--- src/rtl/rtc_cal_pkg.sv ---
package rtc_cal_pkg;

    localparam int BYTE_W = 8;
    localparam int SEL_W  = 4;

    typedef logic [BYTE_W-1:0] byte_t;

    typedef enum logic [1:0] {
        ST_IDLE  = 2'd0,
        ST_STEP  = 2'd1,
        ST_MATCH = 2'd2
    } step_state_e;

    // load select codes
    localparam logic [SEL_W-1:0] SEL_SEC   = 4'd0;
    localparam logic [SEL_W-1:0] SEL_MIN   = 4'd1;
    localparam logic [SEL_W-1:0] SEL_HOUR  = 4'd2;
    localparam logic [SEL_W-1:0] SEL_DOW   = 4'd3;
    localparam logic [SEL_W-1:0] SEL_DATE  = 4'd4;
    localparam logic [SEL_W-1:0] SEL_MON   = 4'd5;
    localparam logic [SEL_W-1:0] SEL_YEAR  = 4'd6;
    localparam logic [SEL_W-1:0] SEL_CENT  = 4'd7;
    localparam logic [SEL_W-1:0] SEL_ASEC  = 4'd8;
    localparam logic [SEL_W-1:0] SEL_AMIN  = 4'd9;
    localparam logic [SEL_W-1:0] SEL_AHOUR = 4'd10;

    // value 0..99 to byte code in the active mode
    function automatic byte_t enc(input logic [6:0] v, input logic bin);
        byte_t w;
        w = {1'b0, v};
        return bin ? w : (((w / 8'd10) << 4) | (w % 8'd10));
    endfunction

    // byte code to value in the active mode
    function automatic logic [6:0] dec(input byte_t c, input logic bin);
        return bin ? c[6:0] : 7'({4'd0, c[7:4]} * 8'd10 + {4'd0, c[3:0]});
    endfunction

    // plus one in the active mode, no wrap
    function automatic byte_t bump(input byte_t c, input logic bin);
        if (bin || c[3:0] < 4'd9) return c + 8'd1;
        return {c[7:4] + 4'd1, 4'd0};
    endfunction

endpackage

--- src/rtl/rtc_wrap_ctr.sv ---
module rtc_wrap_ctr
    import rtc_cal_pkg::*;
(
    input  byte_t      cur,
    input  logic [6:0] lo,
    input  logic [6:0] hi,
    input  logic       bin,
    input  logic       cin,
    output byte_t      nxt,
    output logic       cout
);
    logic at_top;

    // anything at or past the top code, legal or not, wraps to the bottom
    assign at_top = (cur >= enc(hi, bin));
    assign cout   = cin & at_top;

    always_comb begin
        if (!cin)        nxt = cur;
        else if (at_top) nxt = enc(lo, bin);
        else             nxt = bump(cur, bin);
    end
endmodule

--- src/rtl/rtc_hour_ctr.sv ---
module rtc_hour_ctr
    import rtc_cal_pkg::*;
(
    input  byte_t cur,
    input  logic  bin,
    input  logic  h24,
    input  logic  cin,
    output byte_t nxt,
    output logic  cout
);
    byte_t low;
    logic  pm;
    byte_t c11, c12, c23, c01;

    assign low = {1'b0, cur[6:0]};
    assign pm  = cur[7];
    assign c11 = enc(7'd11, bin);
    assign c12 = enc(7'd12, bin);
    assign c23 = enc(7'd23, bin);
    assign c01 = enc(7'd1,  bin);

    always_comb begin
        nxt  = cur;
        cout = 1'b0;
        if (cin) begin
            if (h24) begin
                if (cur >= c23) begin
                    nxt  = 8'd0;
                    cout = 1'b1;
                end else begin
                    nxt  = bump(cur, bin);
                end
            end else begin
                if (low >= c12) begin
                    nxt = {pm, c01[6:0]};          // 12 -> 1, PM kept
                end else if (low == c11) begin
                    nxt  = {~pm, c12[6:0]};        // 11 -> 12, PM flips
                    cout = pm;                     // 11 PM -> 12 AM ends the day
                end else begin
                    nxt = {pm, 7'(bump(low, bin))};
                end
            end
        end
    end
endmodule

--- src/rtl/rtc_month_len.sv ---
module rtc_month_len
    import rtc_cal_pkg::*;
(
    input  byte_t      month,
    input  byte_t      year,
    input  logic       bin,
    output logic [6:0] dim
);
    logic [6:0] mb, yb;
    logic       leap;

    assign mb   = dec(month, bin);
    assign yb   = dec(year, bin);
    assign leap = ((yb & 7'd3) == 7'd0);

    always_comb begin
        unique case (mb)
            7'd2:                         dim = leap ? 7'd29 : 7'd28;
            7'd4, 7'd6, 7'd9, 7'd11:      dim = 7'd30;
            default:                      dim = 7'd31;
        endcase
    end
endmodule

--- src/rtl/rtc_calendar_core.sv ---
module rtc_calendar_core
    import rtc_cal_pkg::*;
(
    input  logic             clk,
    input  logic             rst_n,
    input  logic             pps,
    input  logic             set_hold,
    input  logic             bin_mode,
    input  logic             mode_24h,
    input  logic             ld_en,
    input  logic [SEL_W-1:0] ld_sel,
    input  logic [BYTE_W-1:0] ld_data,
    output logic [BYTE_W-1:0] sec_o,
    output logic [BYTE_W-1:0] min_o,
    output logic [BYTE_W-1:0] hour_o,
    output logic [BYTE_W-1:0] dow_o,
    output logic [BYTE_W-1:0] date_o,
    output logic [BYTE_W-1:0] month_o,
    output logic [BYTE_W-1:0] year_o,
    output logic [BYTE_W-1:0] century_o,
    output logic             alarm_match
);
    step_state_e state_q, state_d;

    byte_t sec_q, min_q, hour_q, dow_q, date_q, mon_q, year_q, cent_q;
    byte_t asec_q, amin_q, ahour_q;
    byte_t sec_n, min_n, hour_n, dow_n, date_n, mon_n, year_n, cent_n;
    logic  c_sec, c_min, c_day, c_dow, c_date, c_mon, c_year, c_cent;
    logic  [6:0] dim;
    logic  load_now;
    logic  stepped_q;
    logic  [8*BYTE_W-1:0] t_flat;

    assign load_now = set_hold & ld_en;
    assign t_flat   = {sec_q, min_q, hour_q, dow_q, date_q, mon_q, year_q, cent_q};

    // ---------------- carry chain ----------------
    rtc_month_len u_len (.month(mon_q), .year(year_q), .bin(bin_mode), .dim(dim));

    rtc_wrap_ctr u_sec  (.cur(sec_q),  .lo(7'd0), .hi(7'd59), .bin(bin_mode), .cin(1'b1),
                         .nxt(sec_n),  .cout(c_sec));
    rtc_wrap_ctr u_min  (.cur(min_q),  .lo(7'd0), .hi(7'd59), .bin(bin_mode), .cin(c_sec),
                         .nxt(min_n),  .cout(c_min));
    rtc_hour_ctr u_hour (.cur(hour_q), .bin(bin_mode), .h24(mode_24h), .cin(c_min),
                         .nxt(hour_n), .cout(c_day));
    rtc_wrap_ctr u_dow  (.cur(dow_q),  .lo(7'd1), .hi(7'd7),  .bin(bin_mode), .cin(c_day),
                         .nxt(dow_n),  .cout(c_dow));
    rtc_wrap_ctr u_date (.cur(date_q), .lo(7'd1), .hi(dim),   .bin(bin_mode), .cin(c_day),
                         .nxt(date_n), .cout(c_date));
    rtc_wrap_ctr u_mon  (.cur(mon_q),  .lo(7'd1), .hi(7'd12), .bin(bin_mode), .cin(c_date),
                         .nxt(mon_n),  .cout(c_mon));
    rtc_wrap_ctr u_year (.cur(year_q), .lo(7'd0), .hi(7'd99), .bin(bin_mode), .cin(c_mon),
                         .nxt(year_n), .cout(c_year));
    rtc_wrap_ctr u_cent (.cur(cent_q), .lo(7'd0), .hi(7'd99), .bin(bin_mode), .cin(c_year),
                         .nxt(cent_n), .cout(c_cent));

    // ---------------- sequencer ----------------
    always_ff @(posedge clk) begin
        if (!rst_n) state_q <= ST_IDLE;
        else        state_q <= state_d;
    end

    always_comb begin
        state_d = state_q;
        unique case (state_q)
            ST_IDLE:  if (pps && !set_hold) state_d = ST_STEP;   // start / stay
            ST_STEP:  state_d = ST_MATCH;                        // commit
            ST_MATCH: state_d = ST_IDLE;                         // finish
            default:  state_d = ST_IDLE;
        endcase
    end

    // ---------------- byte registers ----------------
    always_ff @(posedge clk) begin
        if (!rst_n) begin
            sec_q  <= 8'd0;  min_q  <= 8'd0;  hour_q <= 8'd0;  dow_q   <= 8'd1;
            date_q <= 8'd1;  mon_q  <= 8'd1;  year_q <= 8'd0;  cent_q  <= 8'd0;
            asec_q <= 8'hFF; amin_q <= 8'hFF; ahour_q <= 8'hFF;
            stepped_q <= 1'b0;
        end else begin
            stepped_q <= (state_q == ST_STEP) && !load_now;
            if (load_now) begin
                unique case (ld_sel)
                    SEL_SEC:   sec_q   <= ld_data;
                    SEL_MIN:   min_q   <= ld_data;
                    SEL_HOUR:  hour_q  <= ld_data;
                    SEL_DOW:   dow_q   <= ld_data;
                    SEL_DATE:  date_q  <= ld_data;
                    SEL_MON:   mon_q   <= ld_data;
                    SEL_YEAR:  year_q  <= ld_data;
                    SEL_CENT:  cent_q  <= ld_data;
                    SEL_ASEC:  asec_q  <= ld_data;
                    SEL_AMIN:  amin_q  <= ld_data;
                    SEL_AHOUR: ahour_q <= ld_data;
                    default: ;
                endcase
            end else if (state_q == ST_STEP) begin
                sec_q  <= sec_n;   min_q  <= min_n;   hour_q <= hour_n;  dow_q  <= dow_n;
                date_q <= date_n;  mon_q  <= mon_n;   year_q <= year_n;  cent_q <= cent_n;
            end
        end
    end

    // ---------------- outputs ----------------
    always_comb begin
        sec_o     = sec_q;
        min_o     = min_q;
        hour_o    = hour_q;
        dow_o     = dow_q;
        date_o    = date_q;
        month_o   = mon_q;
        year_o    = year_q;
        century_o = cent_q;
        alarm_match = (state_q == ST_MATCH) && stepped_q &&
                      (sec_q == asec_q) && (min_q == amin_q) && (hour_q == ahour_q);
    end

    // ---------------- assertions ----------------
    a_r8_hold_blocks_start: assert property (@(posedge clk) disable iff (!rst_n)
        (state_q == ST_IDLE && set_hold) |=> (state_q != ST_STEP));

    a_r12_step_then_match: assert property (@(posedge clk) disable iff (!rst_n)
        (state_q == ST_STEP) |=> (state_q == ST_MATCH));

    a_r9_quiet_off_step: assert property (@(posedge clk) disable iff (!rst_n)
        (state_q != ST_STEP && !load_now) |=> $stable(t_flat));

    a_r11_hold_keeps_bytes: assert property (@(posedge clk) disable iff (!rst_n)
        (set_hold && !ld_en && state_q != ST_STEP) |=> $stable(t_flat));

    a_r1_seconds_move: assert property (@(posedge clk) disable iff (!rst_n)
        (state_q == ST_STEP && !load_now) |=> (sec_q != $past(sec_q)));

    a_r4_hour12_nonzero: assert property (@(posedge clk) disable iff (!rst_n)
        (state_q == ST_STEP && !load_now && !mode_24h) |=> (hour_q[6:0] != 7'd0));

    a_r5_dow_wraps_to_one: assert property (@(posedge clk) disable iff (!rst_n)
        (state_q == ST_STEP && !load_now && c_dow) |=> (dow_q == 8'd1));

    a_r7_century_wraps: assert property (@(posedge clk) disable iff (!rst_n)
        (state_q == ST_STEP && !load_now && c_cent) |=> (cent_q == 8'd0));

    a_r10_match_single: assert property (@(posedge clk) disable iff (!rst_n)
        alarm_match |=> !alarm_match);
endmodule

--- config.mk ---
export PLATFORM = sky130hd
export DESIGN_NAME = rtc_calendar_core
export DESIGN_NICKNAME = d
export VERILOG_FILES = /design/src/rtl/rtc_cal_pkg.sv /design/src/rtl/rtc_wrap_ctr.sv /design/src/rtl/rtc_hour_ctr.sv /design/src/rtl/rtc_month_len.sv /design/src/rtl/rtc_calendar_core.sv
export SDC_FILE = /design/constraint.sdc
export NUM_CORES = 1
export LEC_CHECK = 0
export BUFFER_PORTS_ARGS = -buffer_cell sky130_fd_sc_hd__buf_2
export CAP_MARGIN = 30
export CORE_MARGIN = 3
export CORE_UTILIZATION = 53
export CTS_CLUSTER_DIAMETER = 60
export DETAILED_ROUTE_END_ITERATION = 12
export HOLD_SLACK_MARGIN = 0.15
export PLACE_DENSITY = 0.8
export SYNTH_ARGS = -nofsm -noshare
export SYNTH_HDL_FRONTEND = slang
export SYNTH_SLANG_ARGS = --single-unit
--- constraint.sdc ---
create_clock -name clk -period 3.7 [get_ports clk]
set_clock_uncertainty 0.1 [all_clocks]
set_input_delay 0.185 -clock clk [delete_from_list [all_inputs] [get_ports clk]]
set_output_delay 0.185 -clock clk [all_outputs]
set_load 0.01 [all_outputs]
# Yosys cells after proc, flatten, opt, wreduce, memory -nomap -nowiden
# Cells that the tools add are included.
# classes
addsub,20
mul,2
div,2
order_cmp,17
eq_ne,31
shifts,0
n_mux,105
bitwise,7
n_reduce_logical,40
# ops
operator,count
two-way mux 8 bit,60
adder 8 x 1 -> 8 bit (second input constant),8
greater-or-equal comparator 8 bit,6
two-way mux 1 bit,34
adder 4 x 1 -> 4 bit (second input constant),8
< comparator 4 bit (second input constant),8
two-way mux 7 bit,4
equality test 8 bit,3
AND reduction 3 bit,7
equality test 4 x 3 -> 1 bit (second input constant),4
!= test 2 x 1 -> 1 bit (second input constant),8
equality test 7 x 3 -> 1 bit (second input constant),2
equality test 7 x 4 -> 1 bit (second input constant),2
one-hot mux 7 bit (2 select lines),1
nonzero test 2 bit,7
equality test 4 bit (second input constant),3
two-way mux 5 bit,2
divider 7 x 4 -> 8 bit (second input constant),1
equality test 4 x 2 -> 1 bit (second input constant),2
equality test 7 x 8 -> 1 bit,1
greater-or-equal comparator 7 x 8 -> 1 bit,1
greater-or-equal comparator 8 x 3 -> 1 bit (second input constant),1
greater-or-equal comparator 8 x 5 -> 1 bit,1
logical OR 1 bit,8
28 further kinds,42
# totals
reg_bits,91
latch_bits,0
mem_bits_rw,0
mem_bits_ro,0
output_inout_bits,65
word_cells,238
n_memories,0

# Logic depth before layout (Yosys ltp)
# depth
ltp_word,19
mapped_depth,19

# Modules after synthesis
# A second synthesis with hierarchy kept.
# unflattened
hier_cells,2411
hier_area_um2,17568.1
# modules_own_cells
mod,instances,cells_per_inst,area_each_um2
rtc_wrap_ctr,7,257,1755.4
rtc_calendar_core,1,464,4215.3
rtc_hour_ctr,1,98,679.4
rtc_month_len,1,50,385.4

# Worst setup path before layout
# OpenSTA, ideal clock, no wires.
# synth_path
path_kind,register -> register
startpoint,"register mon_q[5], in the netlist month_o[5]"
endpoint,"register date_q[2], in the netlist date_o[2]"
arrival_time_ps,3948
path_slack_ps,-419
path_stages_with_launch,19
path_cell_list,dfxtp_1 > ha_1 > ha_1 > inv_1 > fa_1 > nor4b_1 > a31oi_1 > o21ai_0 > nand4_1 > and2_1 > ha_1 > a211oi_1 > o21ai_0 > a211o_1 > clkbuf_1 > or2_2 > nor3b_1 > o21ai_0 > a21oi_1
# synth_between
elab_chain_len,14
elab_cells_between_ends,19
# synth_lines
item,line,rtl
start: declaration,rtc_calendar_core.sv:25,"byte_t sec_q, min_q, hour_q, dow_q, date_q, mon_q, year_q, cent_q;"
start signal: assignment,rtc_calendar_core.sv:89,SEL_MON: mon_q <= ld_data;
start signal: assignment,rtc_calendar_core.sv:99,date_q <= date_n; mon_q <= mon_n; year_q <= year_n; cent_q <= cent_n;
multiplier 4 x 3 -> 6 bit,rtc_cal_pkg.sv:36,"return bin ? c[6:0] : 7'({4'd0, c[7:4]} * 8'd10 + {4'd0, c[3:0]});"
adder 7 x 4 -> 7 bit,rtc_cal_pkg.sv:36,
two-way mux 7 bit (*),rtc_cal_pkg.sv:36,
equality test 7 x 3 -> 1 bit or equality test 7 x 4 -> 1 bit (tied branches),rtc_month_len.sv:17,unique case (mb)
OR reduction 4 bit,rtc_month_len.sv:17,
one-hot mux 7 bit (2 select lines) (*),rtc_month_len.sv:17,
modulo 7 x 4 -> 8 bit or divider 7 x 4 -> 8 bit (tied branches),rtc_cal_pkg.sv:31,return bin ? w : (((w / 8'd10) << 4) | (w % 8'd10));
OR 8 bit,rtc_cal_pkg.sv:31,
two-way mux 8 bit (*),rtc_cal_pkg.sv:31,
greater-or-equal comparator 8 bit (*),rtc_wrap_ctr.sv:15,"assign at_top = (cur >= enc(hi, bin));"
two-way mux 8 bit (*),rtc_wrap_ctr.sv:20,"else if (at_top) nxt = enc(lo, bin);"
two-way mux 8 bit (*),rtc_wrap_ctr.sv:19,if (!cin) nxt = cur;
two-way mux 8 bit (*),rtc_calendar_core.sv:97,end else if (state_q == ST_STEP) begin
two-way mux 8 bit (*),rtc_calendar_core.sv:82,if (load_now) begin
end signal: assignment,rtc_calendar_core.sv:88,SEL_DATE: date_q <= ld_data;
end signal: assignment,rtc_calendar_core.sv:99,
end: declaration,rtc_calendar_core.sv:25,
# Mark *: on every way between the ends. The rest lies on a longest branch, timed or not. The select of a mux whose other input is x is not followed.
# A chain may end at the register's enable or synchronous reset.

# Worst setup path in the final report
# layout_path
startpoint,"register mon_q[5], in the netlist month_o[5]"
endpoint,"register cent_q[0], in the netlist century_o[0]"
# layout_between
elab_chain_len,15
elab_cells_between_ends,21
# layout_lines
item,line,rtl
multiplier 4 x 3 -> 6 bit,rtc_cal_pkg.sv:36,
adder 7 x 4 -> 7 bit,rtc_cal_pkg.sv:36,
two-way mux 7 bit,rtc_cal_pkg.sv:36,
equality test 7 x 3 -> 1 bit or equality test 7 x 4 -> 1 bit (tied branches),rtc_month_len.sv:17,
OR reduction 4 bit,rtc_month_len.sv:17,
one-hot mux 7 bit (2 select lines),rtc_month_len.sv:17,
modulo 7 x 4 -> 8 bit or divider 7 x 4 -> 8 bit (tied branches),rtc_cal_pkg.sv:31,
OR 8 bit,rtc_cal_pkg.sv:31,
two-way mux 8 bit,rtc_cal_pkg.sv:31,
greater-or-equal comparator 8 bit,rtc_wrap_ctr.sv:15,
bitwise AND 1 bit,rtc_wrap_ctr.sv:16,assign cout = cin & at_top;
bitwise AND 1 bit (*) (2 in a row),rtc_wrap_ctr.sv:16,
nonzero test 2 bit (no source line) (*),--,
AND reduction 3 bit (no source line) (*),--,
end signal: assignment,rtc_calendar_core.sv:91,SEL_CENT: cent_q <= ld_data;
end signal: assignment,rtc_calendar_core.sv:99,
end: declaration,rtc_calendar_core.sv:25,
# Mark *: on every way between the ends. The rest lies on a longest branch, timed or not.

==> flow_summary_export.csv <==
group,metric,value,unit
placed_design,io_buffers,83,
power,p_leak,3.47,nW
drt,drtIter0Drc,851,
floorplanning,row_count,40,
synth,ys_seq_area_share,27.7,%
floorplanning,die_y,117,µm
synth,synth_edf_count,0,
synth,synth-seq-cells,91,
cts,htree_levels,3,
cells_and_area,area_growth,19.8,%
cts,clk_pin_slew,0.07,ns
cells_and_area,seqCellArea,1830,µm²
drt,route.detailed.drc,0,
worst_hold_path,hold_start,"mode_24h",
timing,maxSlewViolCount,0,
floorplanning,start_util,54.5,%
drt,vias_per_cell,6.15,
setup_path,critPathCaptureType,"flop",
status,status,"finished, violations left",
timing,clock.fmax,260,MHz
global_routing,grt_antenna_before_repair,0,
floorplanning,coreArea,12100,µm²
setup_path,r2r_setup_slack,-0.14,ns
cells_and_area,multi_input_area,4610,µm²
setup_path,regToRegEndpoint,"century_o[0]$_SDFFE_PN0P_",
setup_path,critPathKind,"flop to flop",
drt,wl_per_cell,18.1,µm
synth,synth.cell_area,6570,µm²
drt,wirelength,19900,µm
setup_path,critPathMaxFanout,7,
setup_path,r2r_cells,20,
timing,fin_crit_sh,104,%
cells_and_area,layout.nets,1017,
timing,setup_slack,-0.139,ns
synth,synthesis.instances,835,
cts,cts_root_buf,"clkbuf_16",
cells_and_area,drive_above_1_share,17.9,%
global_routing,grt_overflow,0,
cells_and_area,fin_cells,1101,
drt,drt.antenna.violating_nets,0,
worst_hold_path,whs_endpoint,"hour_o[4]$_SDFFE_PN0P_",
timing,setup_viol,27,
worst_hold_path,hp-class,"primary input to flop",
global_routing,grt_usage,27.7,%
timing,worst_pin_slew,0.990,ns
floorplanning,ioPinCount,84,
placed_design,dpl.cell_count,1069,
synth,async_flop_share,0,%
timing,fin_tns_setup,-1.80,ns
global_routing,first_global_vias,6153,
setup_path,crit_path_start_kind,"flop",
synth,synth_largest_area_cell,"dfxtp_1",
power,power.density,281,nW/µm²
drt,drt_first_pass_iters,5,
synth,ys_warn_count,0,
setup_path,required,3.87,ns
timing,slew_headroom,33.5,%
placed_design,dp_hpwl,13400,µm
synth,synth_top_area_share,27.7,%
timing,hold_viol_final,0,
setup_path,cp.arrival,4.01,ns
power,ir_drop,500,µV
status,violations,"negative setup slack",
cells_and_area,fillCellCount,1005,
drt,route.vias.total,6770,
synth,ys.flop_type,"dfxtp_1",
cts,cts.sinks,91,
cts,cts-buffers-inserted,9,
cells_and_area,postLayoutCoreUtil,65.3,%
timing,period_needed,3.84,ns
placed_design,pre_cts_ws,-0.246,ns
cts,clk_latency,0.36,ns
floorplanning,die_w,117,µm
cells_and_area,diodes,0,
global_routing,grt_max_degree,54,
synth,synth.distinct_cells,63,
cts,cts_tree,"done",
run,maxCapViolCount,0,
synth,avgSynthCellArea,7.87,µm²
global_routing,grt_pass1_wl,31500,µm
timing,rsz0062_at_grt,"true",
floorplanning,die_area,13800,µm²
synth,synthTopCellsByArea,"dfxtp_1 28%, ha_1 13%, nand2_1 5.7%",
worst_hold_path,whs_path_depth,4,
placed_design,place_congestion,0.884,
power,p_total,2.21,mW
setup_path,r2r_start,"month_o[5]$_SDFFE_PN0P_",
cts,max-clock-path-buffers,2,
[per-layer routing]
metal	track usage [%]	wire, µm	vias to the layer above
met5	0	0	-
met1	38.9	8770	3194
met4	9.02	509	0
met3	5.45	1680	52
li1	-	-	3208
met2	42.7	8990	316
[through the flow]
stage / hold slack (ns) / area [µm²]
finish: 0.193 / 7870
global route: 0.229 / 7870
CTS: 0.184 / 7740
detailed placement: 0.332 / 7250
global placement: 0.313 / 7250
floorplan: 0.209 / 6620
[synthesized netlist by cell type, types with 7 or more instances]
library cell	n
a211oi_1	18
a21o_1	8
a21oi_1	58
a31oi_1	10
and3_1	17
clkbuf_1	35
dfxtp_1	91
ha_1	68
inv_1	41
mux2i_1	30
nand2_1	99
nand2b_1	19
nand3_1	33
nand4_1	9
nor2_1	60
nor3_1	11
nor4_1	9
o211ai_1	11
o21ai_0	58
o31ai_1	14
o32ai_1	7
xnor2_1	17
xor2_1	21
[layout by cell type (no fill, tap or decap), types with 30 or more instances in the layout]
cell type / instances
buf_2: 84
mux2i_1: 30
nor2_1: 58
nand3_1: 33
nand2_1: 98
inv_1: 40
o21ai_0: 53
ha_1: 65
dfxtp_1: 88
a21oi_1: 51
[kinds of logic after synthesis]
group	Yosys count	synth area share, %
mux	30	4.57
compound gates	229	22.2
xor+xnor	38	5.07
buf+inv	82	4.91
simple gates	294	21.9
other cells	1	0.0571
fa+ha+maj	70	13.6
flops	91	27.7
[sequential cells by signal, summed over array words and instances (netlist names)]
signal	flops
ahour_q	8
amin_q	8
asec_q	8
century_o	8
date_o	8
dow_o	8
hour_o	8
min_o	8
month_o	8
sec_o	8
state_q	2
stepped_q	1
year_o	8
[report_power, final]
| part | leakage, nW | internal, mW | switching, mW | total (mW) |
|---|---|---|---|---|
| Sequential | 0.737 | 0.988 | 0.0152 | 1.00 |
| Clock | 0.146 | 0.548 | 0.423 | 0.971 |
| Combinational | 2.59 | 0.0830 | 0.158 | 0.241 |
[worst max path at each step]
stage / depth (start not counted) / slack (ns) / to / start
floorplan: 19 / -0.05 / date_o[2]$_SDFFE_PN0P_ / month_o[5]$_SDFFE_PN0P_
global placement: 19 / -0.13 / century_o[1]$_SDFFE_PN0P_ / month_o[5]$_SDFFE_PN0P_
detailed placement: 19 / -0.25 / century_o[4]$_SDFFE_PN0P_ / month_o[5]$_SDFFE_PN0P_
CTS: 18 / 0.01 / century_o[4]$_SDFFE_PN0P_ / month_o[7]$_SDFFE_PN0P_
global route: 20 / -0.28 / century_o[0]$_SDFFE_PN0P_ / month_o[5]$_SDFFE_PN0P_
finish: 20 / -0.14 / century_o[0]$_SDFFE_PN0P_ / month_o[5]$_SDFFE_PN0P_
[what timing repair did]
action | in CTS | in global routing
hold buffers | 10 | 0
cloned | 1 | 1
setup endpoints to repair | 25 | 28
pin swaps | 10 | 17
gates resized for setup | 15 | 24
setup buffers | 0 | 3
endpoints found under the hold margin | 25 | 0
[worst max-delay path: stages (launching register included)]
cell	delay (ns)
dfxtp_4	0.35
ha_4	0.27
ha_4	0.13
inv_2	0.03
fa_2	0.35
xor2_2	0.17
nor4b_2	0.26
a31oi_1	0.09
o21ai_1	0.20
nand4_1	0.14
buf_4	0.18
nor2_2	0.10
ha_1	0.17
a21oi_1	0.09
o21ai_1	0.24
a21oi_2	0.09
nor2_4	0.17
a31oi_4	0.12
buf_6	0.17
buf_6	0.13
a211oi_1	0.21
[area by class of cell]
| type | instances | share of cell area [%] |
|---|---|---|
| Timing Repair Buffer | 122 | 9.68 |
| Tap cell | 168 | 2.67 |
| Clock buffer | 10 | 3.04 |
| Sequential cell | 91 | 23.2 |
| Clock inverter | 6 | 0.906 |
| Multi-Input combinational cell | 663 | 58.5 |
| Inverter | 41 | 1.95 |
Power figures use the tool's default switching activity.
